`src/rtl/wrmst_pkg.sv`:
```
package wrmst_pkg;

   typedef enum logic [1:0] {
      SPC_MEM = 2'd0,
      SPC_IO  = 2'd1,
      SPC_CFG = 2'd2,
      SPC_RSV = 2'd3
   } wr_space_e;

   typedef enum logic [2:0] {
      ST_IDLE,
      ST_WAIT,
      ST_ADDR,
      ST_DATA,
      ST_TERM,
      ST_CONT
   } wr_state_e;

   localparam logic [3:0] CMD_MEM_WR = 4'b0111;
   localparam logic [3:0] CMD_IO_WR  = 4'b0011;
   localparam logic [3:0] CMD_CFG_WR = 4'b1011;

   function automatic logic [3:0] space_to_cmd(input wr_space_e s);
      logic [3:0] c;
      case (s)
         SPC_IO:  c = CMD_IO_WR;
         SPC_CFG: c = CMD_CFG_WR;
         default: c = CMD_MEM_WR;
      endcase
      return c;
   endfunction

endpackage

```
`src/rtl/wrmst_issue_gate.sv`:
```
module wrmst_issue_gate #(
   parameter int LVL_W  = 8,
   parameter int THRESH = 8
) (
   input  logic [LVL_W-1:0] level_i,
   input  logic [LVL_W-1:0] remaining_i,
   input  logic             gnt_i,
   output logic             go_o
);

   logic whole_ok;
   logic thr_ok;

   assign whole_ok = (level_i >= remaining_i);

   generate
      if (THRESH == 0) begin : g_whole_only
         assign thr_ok = 1'b0;
      end else begin : g_threshold
         assign thr_ok = (level_i > LVL_W'(THRESH));
      end
   endgenerate

   assign go_o = gnt_i && (whole_ok || thr_ok);

endmodule

```
`src/rtl/wrmst_lat_timer.sv`:
```
module wrmst_lat_timer #(
   parameter int LT_W = 8
) (
   input  logic            clk,
   input  logic            rst_n,
   input  logic            load_i,
   input  logic            run_i,
   input  logic [LT_W-1:0] init_i,
   output logic            expired_o
);

   logic [LT_W-1:0] cnt_q;

   always_ff @(posedge clk or negedge rst_n) begin
      if (!rst_n) begin
         cnt_q <= '0;
      end else if (load_i) begin
         cnt_q <= init_i;
      end else if (run_i && (cnt_q != '0)) begin
         cnt_q <= cnt_q - 1'b1;
      end
   end

   assign expired_o = (cnt_q == '0);

endmodule

```
`src/rtl/wrmst_phase_track.sv`:
```
module wrmst_phase_track #(
   parameter int ADDR_W = 32,
   parameter int CNT_W  = 8,
   parameter int STEP   = 4
) (
   input  logic              clk,
   input  logic              rst_n,
   input  logic              load_i,
   input  logic [ADDR_W-1:0] addr_i,
   input  logic [CNT_W-1:0]  len_i,
   input  logic              adv_i,
   output logic [ADDR_W-1:0] addr_o,
   output logic [CNT_W-1:0]  remaining_o,
   output logic              last_o
);

   logic [ADDR_W-1:0] addr_q;
   logic [CNT_W-1:0]  rem_q;

   always_ff @(posedge clk or negedge rst_n) begin
      if (!rst_n) begin
         addr_q <= '0;
         rem_q  <= '0;
      end else if (load_i) begin
         addr_q <= addr_i;
         rem_q  <= len_i;
      end else if (adv_i) begin
         addr_q <= addr_q + ADDR_W'(STEP);
         rem_q  <= rem_q - 1'b1;
      end
   end

   assign addr_o      = addr_q;
   assign remaining_o = rem_q;
   assign last_o      = (rem_q == CNT_W'(1));

endmodule

```
`src/rtl/wr_master_issue.sv`:
```
module wr_master_issue
   import wrmst_pkg::*;
#(
   parameter int ADDR_W        = 32,
   parameter int DATA_W        = 32,
   parameter int MAX_BURST     = 128,
   parameter int THRESH_PHASES = 8,
   parameter int LT_W          = 8,
   localparam int BE_W         = DATA_W / 8,
   localparam int CNT_W        = $clog2(MAX_BURST + 1)
) (
   input  logic              clk,
   input  logic              rst_n,
   input  logic              cmd_valid_i,
   input  logic [ADDR_W-1:0] cmd_addr_i,
   input  logic [CNT_W-1:0]  cmd_len_i,
   input  logic [1:0]        cmd_space_i,
   input  logic [BE_W-1:0]   cmd_be_i,
   output logic              cmd_done_o,
   input  logic [CNT_W-1:0]  buf_level_i,
   input  logic [DATA_W-1:0] buf_data_i,
   output logic              buf_pop_o,
   input  logic              gnt_i,
   input  logic              trdy_i,
   input  logic [LT_W-1:0]   lat_init_i,
   output logic              frame_o,
   output logic              irdy_o,
   output logic [DATA_W-1:0] ad_o,
   output logic [BE_W-1:0]   cbe_o,
   output logic              cont_req_o
);

   localparam int STEP = BE_W;

   generate
      if (DATA_W != 32 && DATA_W != 64) begin : g_bad_data_w
         $error("wr_master_issue: DATA_W must be 32 or 64");
      end
      if (ADDR_W > DATA_W) begin : g_bad_addr_w
         $error("wr_master_issue: ADDR_W must not exceed DATA_W");
      end
      if (THRESH_PHASES >= MAX_BURST) begin : g_bad_thresh
         $error("wr_master_issue: THRESH_PHASES must be below MAX_BURST");
      end
      if (LT_W < 1) begin : g_bad_lt_w
         $error("wr_master_issue: LT_W must be at least 1");
      end
   endgenerate

   wr_state_e         st_q, st_d;
   wr_space_e         space_q;
   logic [BE_W-1:0]   be_q;
   logic              stop_q;
   logic              done_q;

   logic              go;
   logic              expired;
   logic              last;
   logic [ADDR_W-1:0] cur_addr;
   logic [CNT_W-1:0]  remaining;
   logic              take_cmd;
   logic              start;
   logic              in_data;
   logic              stop_now;
   logic              final_phase;
   logic              xfer;

   assign take_cmd    = (st_q == ST_IDLE) && cmd_valid_i;
   assign start       = (st_q == ST_WAIT) && go;
   assign in_data     = (st_q == ST_DATA);
   assign stop_now    = stop_q || (expired && !gnt_i);
   assign final_phase = last || stop_now;
   assign irdy_o      = in_data && (buf_level_i != '0);
   assign xfer        = irdy_o && trdy_i;

   wrmst_issue_gate #(
      .LVL_W  (CNT_W),
      .THRESH (THRESH_PHASES)
   ) u_gate (
      .level_i     (buf_level_i),
      .remaining_i (remaining),
      .gnt_i       (gnt_i),
      .go_o        (go)
   );

   wrmst_lat_timer #(
      .LT_W (LT_W)
   ) u_lat (
      .clk       (clk),
      .rst_n     (rst_n),
      .load_i    (start),
      .run_i     ((st_q == ST_ADDR) || in_data),
      .init_i    (lat_init_i),
      .expired_o (expired)
   );

   wrmst_phase_track #(
      .ADDR_W (ADDR_W),
      .CNT_W  (CNT_W),
      .STEP   (STEP)
   ) u_track (
      .clk         (clk),
      .rst_n       (rst_n),
      .load_i      (take_cmd),
      .addr_i      (cmd_addr_i),
      .len_i       (cmd_len_i),
      .adv_i       (xfer),
      .addr_o      (cur_addr),
      .remaining_o (remaining),
      .last_o      (last)
   );

   always_comb begin
      st_d = st_q;
      case (st_q)
         ST_IDLE: if (cmd_valid_i) st_d = ST_WAIT;
         ST_WAIT: if (go)          st_d = ST_ADDR;
         ST_ADDR:                  st_d = ST_DATA;
         ST_DATA: if (xfer && final_phase) st_d = ST_TERM;
         ST_TERM: st_d = done_q ? ST_IDLE : ST_CONT;
         ST_CONT:                  st_d = ST_WAIT;
         default:                  st_d = ST_IDLE;
      endcase
   end

   always_ff @(posedge clk or negedge rst_n) begin
      if (!rst_n) begin
         st_q    <= ST_IDLE;
         space_q <= SPC_MEM;
         be_q    <= '0;
         stop_q  <= 1'b0;
         done_q  <= 1'b0;
      end else begin
         st_q <= st_d;
         if (take_cmd) begin
            space_q <= wr_space_e'(cmd_space_i);
            be_q    <= cmd_be_i;
         end
         if (start) begin
            stop_q <= 1'b0;
         end else if (in_data && expired && !gnt_i) begin
            stop_q <= 1'b1;
         end
         if (xfer && final_phase) begin
            done_q <= last;
         end
      end
   end

   assign frame_o    = (st_q == ST_ADDR) || (in_data && !(final_phase && irdy_o));
   assign buf_pop_o  = xfer;
   assign cmd_done_o = (st_q == ST_TERM) && done_q;
   assign cont_req_o = (st_q == ST_CONT);

   always_comb begin
      ad_o  = '0;
      cbe_o = '0;
      if (st_q == ST_ADDR) begin
         ad_o  = DATA_W'(cur_addr);
         cbe_o = BE_W'(space_to_cmd(space_q));
      end else if (in_data) begin
         ad_o  = buf_data_i;
         cbe_o = be_q;
      end
   end

endmodule

```
`config.mk`:
```
export PLATFORM = sky130hd
export DESIGN_NAME = wr_master_issue
export DESIGN_NICKNAME = d
export VERILOG_FILES = /design/src/rtl/wrmst_pkg.sv /design/src/rtl/wrmst_issue_gate.sv /design/src/rtl/wrmst_lat_timer.sv /design/src/rtl/wrmst_phase_track.sv /design/src/rtl/wr_master_issue.sv
export SDC_FILE = /design/constraint.sdc
export NUM_CORES = 1
export LEC_CHECK = 0
export CORE_ASPECT_RATIO = 0.9
export CORE_MARGIN = 10
export CORE_UTILIZATION = 60
export DETAILED_ROUTE_END_ITERATION = 16
export DONT_BUFFER_PORTS = 1
export PLACE_DENSITY = 0.82
export SLEW_MARGIN = 25
export SYNTH_ARGS = -nofsm -noshare
export SYNTH_HDL_FRONTEND = slang
export SYNTH_SLANG_ARGS = --single-unit
```
`constraint.sdc`:
```
create_clock -name clk -period 2.5 [get_ports clk]
set_input_delay 0.25 -clock clk [delete_from_list [all_inputs] [get_ports clk]]
set_output_delay 0.25 -clock clk [all_outputs]
set_load 0.01 [all_outputs]
```
==> metrics.md, run 1 <==
| Metric | Value |
|---|---|
| Outcome | `finished clean` |
| Area grow syn2layout | `8.69%` |
| CTS tree | `yes` |
| Clk_skew | `0.00758 ns` |
| Worst Tran Pin Value | `0.644 ns` |
| Share of layout cells above drive strength 1 | `9.39%` |
| Min-Delay Path Class | `input pin to register` |
| Gr ovfl total | `0` |
| Worst reg2reg endpoint | `u_lat.cnt_q[1]` |
| Max-cap violations | `0` |
| Ant diodes | `0` |
| Ranking of synthesized cells by area | `dfrtp_1, mux2i_1, xnor2_1, nand2_1, nor2_1` |
| GRT Total Usage | `between 20% and 30%` |
| Max VDD drop | `0.644 mV` |
| Worst reg2reg startpoint | `u_track.remaining_o[0]` |
| PwrDens | `1230 nW/um^2` |
| Port bufs | `0` |
| Yosys reg bits | `59` |
| Die area | `10500 um^2` |
| Clk_lat worst skew | `0.33 ns` |
| EDFF count, synth | `0` |
| Root buffer cell | `clkbuf_8` |
| Post-layout util | `67.2%` |
| Pin count of the biggest net entering global routing | `60` |
| Slowest cell on crit path | `dfrtp_1` |
| Worst Reg-to-Reg Cells | `6` |
| WP data required | `2.72 ns` |
| Hold Fails Final Rpt | `0` |
| Drt initial violations | `142` |
| Cell Rows | `28` |
| First-pass GRT wire length | `17500 um` |
| RSZ-0062 raised after global routing | `false` |
| WL per Instance | `19.0 um` |
| Antenna violations before repair | `0` |
| Ys Warns | `0` |
| Max Clock Freq | `421 MHz` |
| DR DRC count | `0` |
| H-tree depth | `3` |
| Mean area per synthesized cell | `8.49 um^2` |
| Tot Pwr | `5440 uW` |
| Mapped Area | `4080 um^2` |
| Total routed wirelength | `roughly 11000 um` |
| Worst Setup Start Kind | `register` |
| Leakage power | `0.00199 uW` |
| Yosys top cell area share | `36.2%` |
| Worst rel slew slack | `a little under three fifths` |
| Chip width | `107 um` |
| Total CTS buffers | `9` |
| Deepest clock path buffer count | `2` |
| Synth top cells by count | `nand2_1, dfrtp_1, nor2_1, mux2i_1, xnor2_1` |
| Routed vias/inst | `5.91` |
| Post-Syn Instances | `480` |
| Crit. End Element | `register` |
| Design area | `4430 um^2` |
| Die height | `98.2 um` |
| Ports | `between 100 and 150` |
| Core footprint | `~6600 um^2` |
| Yosys cell types | `49` |
| Worst EP arrival | `2.59 ns` |
| Max-slew violation count | `0` |
| Reg clk slew, reported paths | `0.07 ns` |
| # nets final | `587` |
| Seq/Total Area, Yosys | `36.2%` |
| Worst path cell trace | `ha_1 > nand2b_1 > a2111oi_0 > o31a_1 > a21o_1 > mux2_2` |
| Starting density of the core | `between 60% and 70%` |
| Sink Count | `59` |
| Placement Cell Area | `4140 um^2` |
| Total setup buffers inserted after CTS | `0` |
| Syn_nets | `roughly 600` |
| Async SR Flop Fraction | `100%` |
| Detailed placement HPWL | `8340 um` |
| # setup viols final | `0` |
| Vias | `about 3400` |
| DR pass1 iterations | `4` |
| Area leader, netlist | `dfrtp_1` |
| Final ANT Viol Nets | `0` |
| Setup TNS | `0 ns` |
| Post-layout minimum cycle time | `2.38 ns` |
| RD Place Congestion | `0.831` |
| CP max FO | `7` |
| Most frequent cell after synthesis | `nand2_1` |
| Crit path kind | `register to register` |
| Fin crit share | `95.0%` |
| CP max stage delay | `0.45 ns` |
| Ys flop type | `dfrtp_1` |
| Setup crit start | `u_track.remaining_o[0]` |
| Vias in the first global route | `approximately 3500` |
| Crit path capture | `u_lat.cnt_q[1]` |
| R2r setup slk | `roughly 0.12 ns` |
-- timing repair --
action                                  4_1_cts  5_1_grt
endpoints found under the setup margin        0        1
resized for setup                             0        1
hold buffers                                  2        0
hold endpoints to repair                     59        0
-- power breakdown --
| part | switching, uW | leakage [uW] | internal (uW) |
|---|---|---|---|
| logic | 1460 | 0.00114 | 1040 |
| clock network | 383 | 0.000122 | 671 |
| registers | 483 | 0.000723 | 1410 |
| total | 2330 | 0.00199 | 3120 |
-- how the worst min path moves through the flow --
stage | cells past startpoint | slack (ns) | from | endpoint
floorplan | 0 | -0.05 | rst_n | be_q[0]
global placement | 0 | -0.04 | rst_n | u_track.remaining_o[4]
detailed placement | 0 | -0.04 | rst_n | u_track.remaining_o[4]
CTS | 2 | 0.009 | cmd_be_i[3] | be_q[3]
global route | 2 | 0.006 | cmd_be_i[2] | be_q[2]
finish | 2 | 0.02 | cmd_be_i[2] | be_q[2]
-- through the flow --
stage,setup slack (ns),hold slack (ns),instances
6_report,0.125,0.0241,569
5_1_grt,0.0314,0.00624,569
4_1_cts,0.109,0.00895,569
3_5_place_dp,0.113,-0.0436,551
3_3_place_gp,0.224,-0.0438,551
2_1_floorplan,0.396,-0.0456,480
-- kinds of logic (layout without fill, tap and decap cells) --
family	Yosys count	after routing	share of synthesized area (%)
simple gates	210	210	25.3
mux	41	41	10.5
fa+ha+maj	14	14	4.30
xor+xnor	39	39	8.38
buf+inv	49	48	5.16
flops	59	59	36.2
compound gates	68	68	10.1
-- placed cells by master (no fill, tap or decap), drive strengths merged, types with 3 or more instances in the layout --
cell,synthesis,layout
nand2,70,70
dfrtp,59,59
nor2,50,50
o21ai,40,40
mux2i,35,35
xnor2,34,34
inv,21,21
nor3,16,16
nand3,15,15
ha,14,14
clkbuf,12,13
nor4,12,12
nand4,10,10
buf,16,10
a21oi,8,8
and2,7,7
and3,6,6
mux2,6,6
nor2b,5,5
and4,5,5
xor2,5,5
a31oi,4,4
a211oi,4,4
nand2b,3,3
o31a,3,3
or4,3,3
-- critical path, delay by kind of cell, from the launching register on --
| family | cells | cell delay [ns] |
|---|---|---|
| flip-flops | 1 | 0.45 |
| AO/OA/AOI/OAI | 3 | 1.00 |
| multiplexers | 1 | 0.38 |
| AND/OR/NAND/NOR | 1 | 0.14 |
| adder cells (fa/ha/maj) | 1 | 0.29 |
-- final cells by class --
type                    instances  area, um^2
clock buffers                  13         179
well taps                      90         113
clock inverters                 3        67.6
flip-flops and latches         59        1480
inverters                      21        78.8
fillers                       564        2160
multi-input cells             372        2400
repair buffers                 11         118
-- layer usage --
layer	up-vias	wire, um	share of wire (%)	global-route usage [%]
met5	-	0	0	0
met4	0	177	1.6	5.83
met3	16	957	8.9	8.94
met2	128	5060	47	33.3
met1	1572	4600	43	23.6
li1	1646	-	-	-
-- flip-flops by register name, indices dropped and copies added, names as in the netlist --
| register | flops |
|---|---|
| u_track.addr_o | 32 |
| stop_q | 1 |
| space_q | 2 |
| be_q | 4 |
| st_q | 3 |
| done_q | 1 |
| u_lat.cnt_q | 8 |
| u_track.remaining_o | 8 |
Power figures use the tool's default switching activity.
==> inputs of run 2 (changes only) <==
--- a/config.mk
+++ b/config.mk
@@ -6,11 +6,11 @@
 export NUM_CORES = 1
 export LEC_CHECK = 0
 export CORE_ASPECT_RATIO = 0.9
-export CORE_MARGIN = 10
-export CORE_UTILIZATION = 60
+export CORE_MARGIN = 4
+export CORE_UTILIZATION = 45
 export DETAILED_ROUTE_END_ITERATION = 16
 export DONT_BUFFER_PORTS = 1
-export PLACE_DENSITY = 0.82
+export PLACE_DENSITY = 0.66
 export SLEW_MARGIN = 25
 export SYNTH_ARGS = -nofsm -noshare
 export SYNTH_HDL_FRONTEND = slang
==> run 2 against run 1 <==
Net effect: clock-buffer cell count down 3; setup slack better by 0.063 ns; hold slack worse by 0.0090 ns; critical path type is now register to primary output; critical endpoint is now frame_o; largest cell class unchanged.
==> metrics.md, run 2 (synthesis gave the netlist of run 1 again) <==
| Metric | Value |
|---|---|
| Clk_skew | `0.00787 ns` |
| PwrDens | `1180 nW/um^2` |
| Detailed placement HPWL | `around 7800 um` |
| Most common cell after layout, fill and taps aside | `nand2_1` |
| Setup crit start | `u_lat.cnt_q[4]` |
| Leakage power | `0.00197 uW` |
| Hold WS | `roughly 0.015 ns` |
| Worst reg2reg endpoint | `u_lat.cnt_q[1]` |
| H-tree depth | `3` |
| Reg area | `roughly 1500 um^2` |
| Hold Fails Final Rpt | `0` |
| Share of layout cells above drive strength 1 | `just over 9%` |
| Total routed wirelength | `10300 um` |
| Drt initial violations | `roughly 130` |
| Setup TNS | `0 ns` |
| WL per Instance | `17.2 um` |
| Clk_lat worst skew | `0.34 ns` |
| Root buffer cell | `clkbuf_8` |
| Port bufs | `0` |
| Core footprint | `8690 um^2` |
| Pin count of the biggest net entering global routing | `60` |
| Cell Rows | `32` |
| Crit path kind | `register to primary output` |
| Final worst slack | `0.188 ns` |
| Commonest non-fill, non-tap cells in the layout | `nand2_1, dfrtp_1, nor2_1` |
| Deepest clock path buffer count | `2` |
| CP max FO | `4` |
| Worst rel slew slack | `58.2%` |
| First-pass GRT wire length | `17000 um` |
| Routed vias/inst | `roughly 5.6` |
| DR DRC count | `0` |
| Crit path capture | `frame_o` |
| Max Clock Freq | `around 430 MHz` |
| RSZ-0062 raised after global routing | `false` |
| Met3 Usage GRT | `6.74%` |
| R2r setup slk | `0.25 ns` |
| RD Place Congestion | `0.825` |
| Ant diodes | `0` |
| Met2 usage | `32.2%` |
| DR pass1 iterations | `4` |
| Die height | `98.3 um` |
| Post-layout util | `slightly above 50%` |
| Tot Pwr | `5230 uW` |
| Crit. End Element | `primary output` |
| Worst Tran Pin Value | `0.621 ns` |
| Reg clk slew, reported paths | `around 0.07 ns` |
| Post-layout minimum cycle time | `approximately 2.3 ns` |
| Worst EP arrival | `2.06 ns` |
| Chip width | `108 um` |
| Min-Delay Path Class | `input pin to register` |
| P_sw | `between 2000 and 2500 uW` |
| Vias | `between 3000 and 4000` |
| # setup viols final | `0` |
| Area grow syn2layout | `8.93%` |
| # nets final | `589` |
| Fill count | `around 850` |
| Die area | `between 10000 and 15000 um^2` |
| Max VDD drop | `0.496 mV` |
| Part of the power in registers | `36.0%` |
| Internal | `between 2000 and 3000 uW` |
| Pre-CTS setup slack | `0.138 ns` |
| Fin crit share | `92.5%` |
| Max-slew violation count | `0` |
| Power share of the clock group | `approximately 17%` |
| Sw Share | `between 40% and 50%` |
| CTS tree | `yes` |
| Worst Setup Start Kind | `register` |
| Max-cap violations | `0` |
| Most Used Layer, Global Route | `met2` |
| Worst Reg-to-Reg Cells | `6` |
| Global Route met1 Usage | `around 26%` |
| Final ANT Viol Nets | `0` |
| Antenna violations before repair | `0` |
| Gr ovfl total | `0` |
| Logic pwr share | `47.1%` |
| Worst reg2reg startpoint | `u_track.remaining_o[0]` |
| Vias in the first global route | `3438` |
| WP data required | `2.25 ns` |
| Total CTS buffers | `9` |
| Multi-input logic area | `2390 um^2` |
| Ports | `140` |
| Starting density of the core | `around 47%` |
| Outcome | `finished clean` |
| Max reg flops | `32` |
| GRT Total Usage | `20.0%` |
| Sink Count | `59` |
run 2: routing by layer:
layer  vias to the layer above  wire length (um)
li1                       1653                 -
met1                      1587              4530
met2                        98              4850
met3                        15               771
met4                         0               159
met5                         -                 0
run 2: power groups by stage:
stage | Clock (uW) | Sequential, uW | Combinational, uW
2_1_floorplan | 0 | 1730 | 2120
3_3_place_gp | 0 | 1870 | 2380
3_5_place_dp | 0 | 1890 | 2460
4_1_cts | 916 | 1880 | 2500
5_1_grt | 956 | 1950 | 2790
6_report | 885 | 1880 | 2470
run 2: stage by stage:
step / instance area [um^2] / std cells
2_1_floorplan: 4080 / 480
3_3_place_gp: 4170 / 579
3_5_place_dp: 4170 / 579
4_1_cts: 4440 / 600
5_1_grt: 4440 / 600
6_report: 4440 / 600
run 2: worst min path at each step:
stage | startpoint | endpoint | cells past startpoint
after floorplan | rst_n | be_q[0] | 0
after global placement | rst_n | u_lat.cnt_q[1] | 0
after detailed placement | rst_n | u_lat.cnt_q[0] | 0
after CTS | cmd_be_i[3] | be_q[3] | 2
after global routing | cmd_addr_i[25] | u_track.addr_o[25] | 2
final | cmd_be_i[3] | be_q[3] | 2
run 2: layout make-up:
cell class,instances,share of cell area [%]
well taps,119,3.35
repair buffers,13,3.16
flip-flops and latches,59,33.3
inverters,21,1.78
clock buffers,10,3.10
clock inverters,6,1.47
multi-input cells,372,53.9
run 2: worst max-delay path: stages, from the launching register on:
cell,delay [ns]
dfrtp_1,0.42
or4_1,0.58
nor4_1,0.41
or3_1,0.17
a31oi_1,0.13
run 2: what timing repair did:
item | CTS | global route
resized for setup | 0 | 1
endpoints found under the hold margin | 62 | 0
hold buffers | 5 | 0
buffers inserted | 0 | 0
setup endpoints to repair | 0 | 4
==> inputs of run 3 (changes only) <==
--- a/config.mk
+++ b/config.mk
@@ -6,7 +6,6 @@
 export NUM_CORES = 1
 export LEC_CHECK = 0
 export CORE_ASPECT_RATIO = 0.9
-export CORE_MARGIN = 4
 export CORE_UTILIZATION = 45
 export DETAILED_ROUTE_END_ITERATION = 16
 export DONT_BUFFER_PORTS = 1
==> run 3 against run 2 <==
Net effect: clock power is 7.9% higher; maximum frequency is 1.6% lower; core utilization is 0.35 points lower; global-route usage is 1.4 points higher; highest routed layer unchanged.
==> metrics.md, run 3 (synthesis gave the netlist of run 1 again) <==
| Metric | Value |
|---|---|
| Cell Rows | `32` |
| Antenna violations before repair | `0` |
| Total routed wirelength | `around 9700 um` |
| Worst Reg-to-Reg Cells | `6` |
| Max-cap violations | `0` |
| CTS tree | `yes` |
| Hold Fails Final Rpt | `0` |
| Worst reg2reg startpoint | `u_track.remaining_o[0]` |
| Post-layout minimum cycle time | `2.35 ns` |
| CP max FO | `3` |
| Final ANT Viol Nets | `0` |
| Port bufs | `0` |
| GRT Total Usage | `21.4%` |
| Share of layout cells above drive strength 1 | `~9.0%` |
| HP Start | `cmd_be_i[2]` |
| Max Clock Freq | `425 MHz` |
| Chip width | `102 um` |
| PwrDens | `~1200 nW/um^2` |
| Leakage power | `0.00196 uW` |
| Vias | `approximately 3300` |
| H-tree depth | `3` |
| Die area | `9440 um^2` |
| Worst reg2reg endpoint | `u_lat.cnt_q[0]` |
| Min-Delay Path Class | `input pin to register` |
| Most common cell after layout, fill and taps aside | `nand2_1` |
| DR pass1 iterations | `4` |
| Worst EP arrival | `2.10 ns` |
| Ant diodes | `0` |
| Detailed placement HPWL | `between 7000 and 8000 um` |
| # setup viols final | `0` |
| R2r setup slk | `0.20 ns` |
| Multi-input logic area | `2390 um^2` |
| Max VDD drop | `0.536 mV` |
| WL per Instance | `16.2 um` |
| Total CTS buffers | `9` |
| Commonest non-fill, non-tap cells in the layout | `nand2_1, dfrtp_1, nor2_1` |
| Sink Count | `between 50 and 60` |
| Setup TNS | `0 ns` |
| Hold EP | `be_q[2]` |
| DR DRC count | `0` |
| Worst Setup Start Kind | `register` |
| Deepest clock path buffer count | `2` |
| Area grow syn2layout | `8.20%` |
| Starting density of the core | `46.9%` |
| PostCTS Resize Cnt | `0` |
| Clk_lat worst skew | `0.33 ns` |
| WP data required | `2.25 ns` |
| Inst Count DP | `579` |
| Fill count | `about 870` |
| Crit path kind | `register to primary output` |
| Die height | `92.3 um` |
| Ports | `140` |
| # nets final | `586` |
| Root buffer cell | `clkbuf_8` |
| Fin crit share | `94.0%` |
| Crit. End Element | `primary output` |
| Worst Tran Pin Value | `0.606 ns` |
| Routed vias/inst | `5.58` |
| Vias in the first global route | `about 3300` |
| First-pass GRT wire length | `15600 um` |
| Non-Filler Instances | `between 500 and 600` |
| Outcome | `finished clean` |
| Pin count of the biggest net entering global routing | `60` |
| Clk_skew | `0.00767 ns` |
| Min-Delay Path Depth | `2` |
| Gr ovfl total | `0` |
| RSZ-0062 raised after global routing | `false` |
| Drt initial violations | `117` |
| Total setup buffers inserted after CTS | `0` |
| Max reg flops | `32` |
| RD Place Congestion | `0.784` |
| Worst rel slew slack | `59.2%` |
| Reg area | `1480 um^2` |
| Hold WS | `roughly 0.019 ns` |
| Max-slew violation count | `0` |
| Reg clk slew, reported paths | `0.07 ns` |
| Core footprint | `8690 um^2` |
[run 3: cell count changes in the layout (fill, tap and decap cells not counted), sizes merged]
cell         before  now
dlygate4sd3       4    1
clkinv            4    2
clkinvlp          1    3
bufinv            1    2
clkbuf           10    9
[run 3: cell type report]
| type | instances | share of cell area (%) |
|---|---|---|
| well taps | 119 | 3.38 |
| flip-flops and latches | 59 | 33.5 |
| inverters | 21 | 1.79 |
| repair buffers | 10 | 2.21 |
| multi-input cells | 372 | 54.2 |
| clock inverters | 7 | 2.10 |
| clock buffers | 9 | 2.81 |
[run 3: report_power, final]
group / total [uW] / switching [uW] / internal (uW) / leakage [uW]
registers: 1920 / 518 / 1410 / 0.000723
clock network: 955 / 398 / 557 / 0.000101
logic: 2380 / 1360 / 1020 / 0.00113
total: 5260 / 2280 / 2980 / 0.00196
[run 3: what timing repair did]
item | 4_1_cts | 5_1_grt
endpoints found under the setup margin | 0 | 0
endpoints found under the hold margin | 59 | 0
hold buffers | 2 | 0
[run 3: how the worst max path moves through the flow]
| stage | startpoint | to | slack [ns] | depth (start not counted) |
|---|---|---|---|---|
| after floorplan | u_track.remaining_o[0] | u_lat.cnt_q[0] | 0.40 | 7 |
| after CTS | u_lat.cnt_q[5] | frame_o | 0.14 | 4 |
| after global routing | u_lat.cnt_q[5] | frame_o | 0.01 | 4 |
| after global placement | u_track.remaining_o[0] | u_lat.cnt_q[2] | 0.21 | 6 |
| final | u_lat.cnt_q[5] | frame_o | 0.15 | 4 |
| after detailed placement | u_track.remaining_o[0] | u_lat.cnt_q[0] | 0.18 | 6 |
[run 3: per-stage QoR]
step,utilization (%),setup slack (ns),cell area (um^2),total power (uW)
4_1_cts,50.7,0.144,4410,5310
5_1_grt,50.7,0.0147,4410,5720
2_1_floorplan,-,0.396,4080,3850
3_5_place_dp,47.8,0.175,4160,4310
3_3_place_gp,47.8,0.208,4160,4220
6_report,50.7,0.150,4410,5260
[run 3: critical path, stage by stage, from the launching register on]
cell and delay, ns:
dfrtp_1 0.41, or4_1 0.59, nor4_1 0.45, or3_1 0.19, a31oi_1 0.13
[run 3: routing by layer]
layer | global-route usage, % | part of all wire (%)
met1 | 28.9 | 46
met2 | 33.6 | 46
met3 | 5.87 | 6.7
met4 | 5.71 | 0.83
met5 | 0 | 0
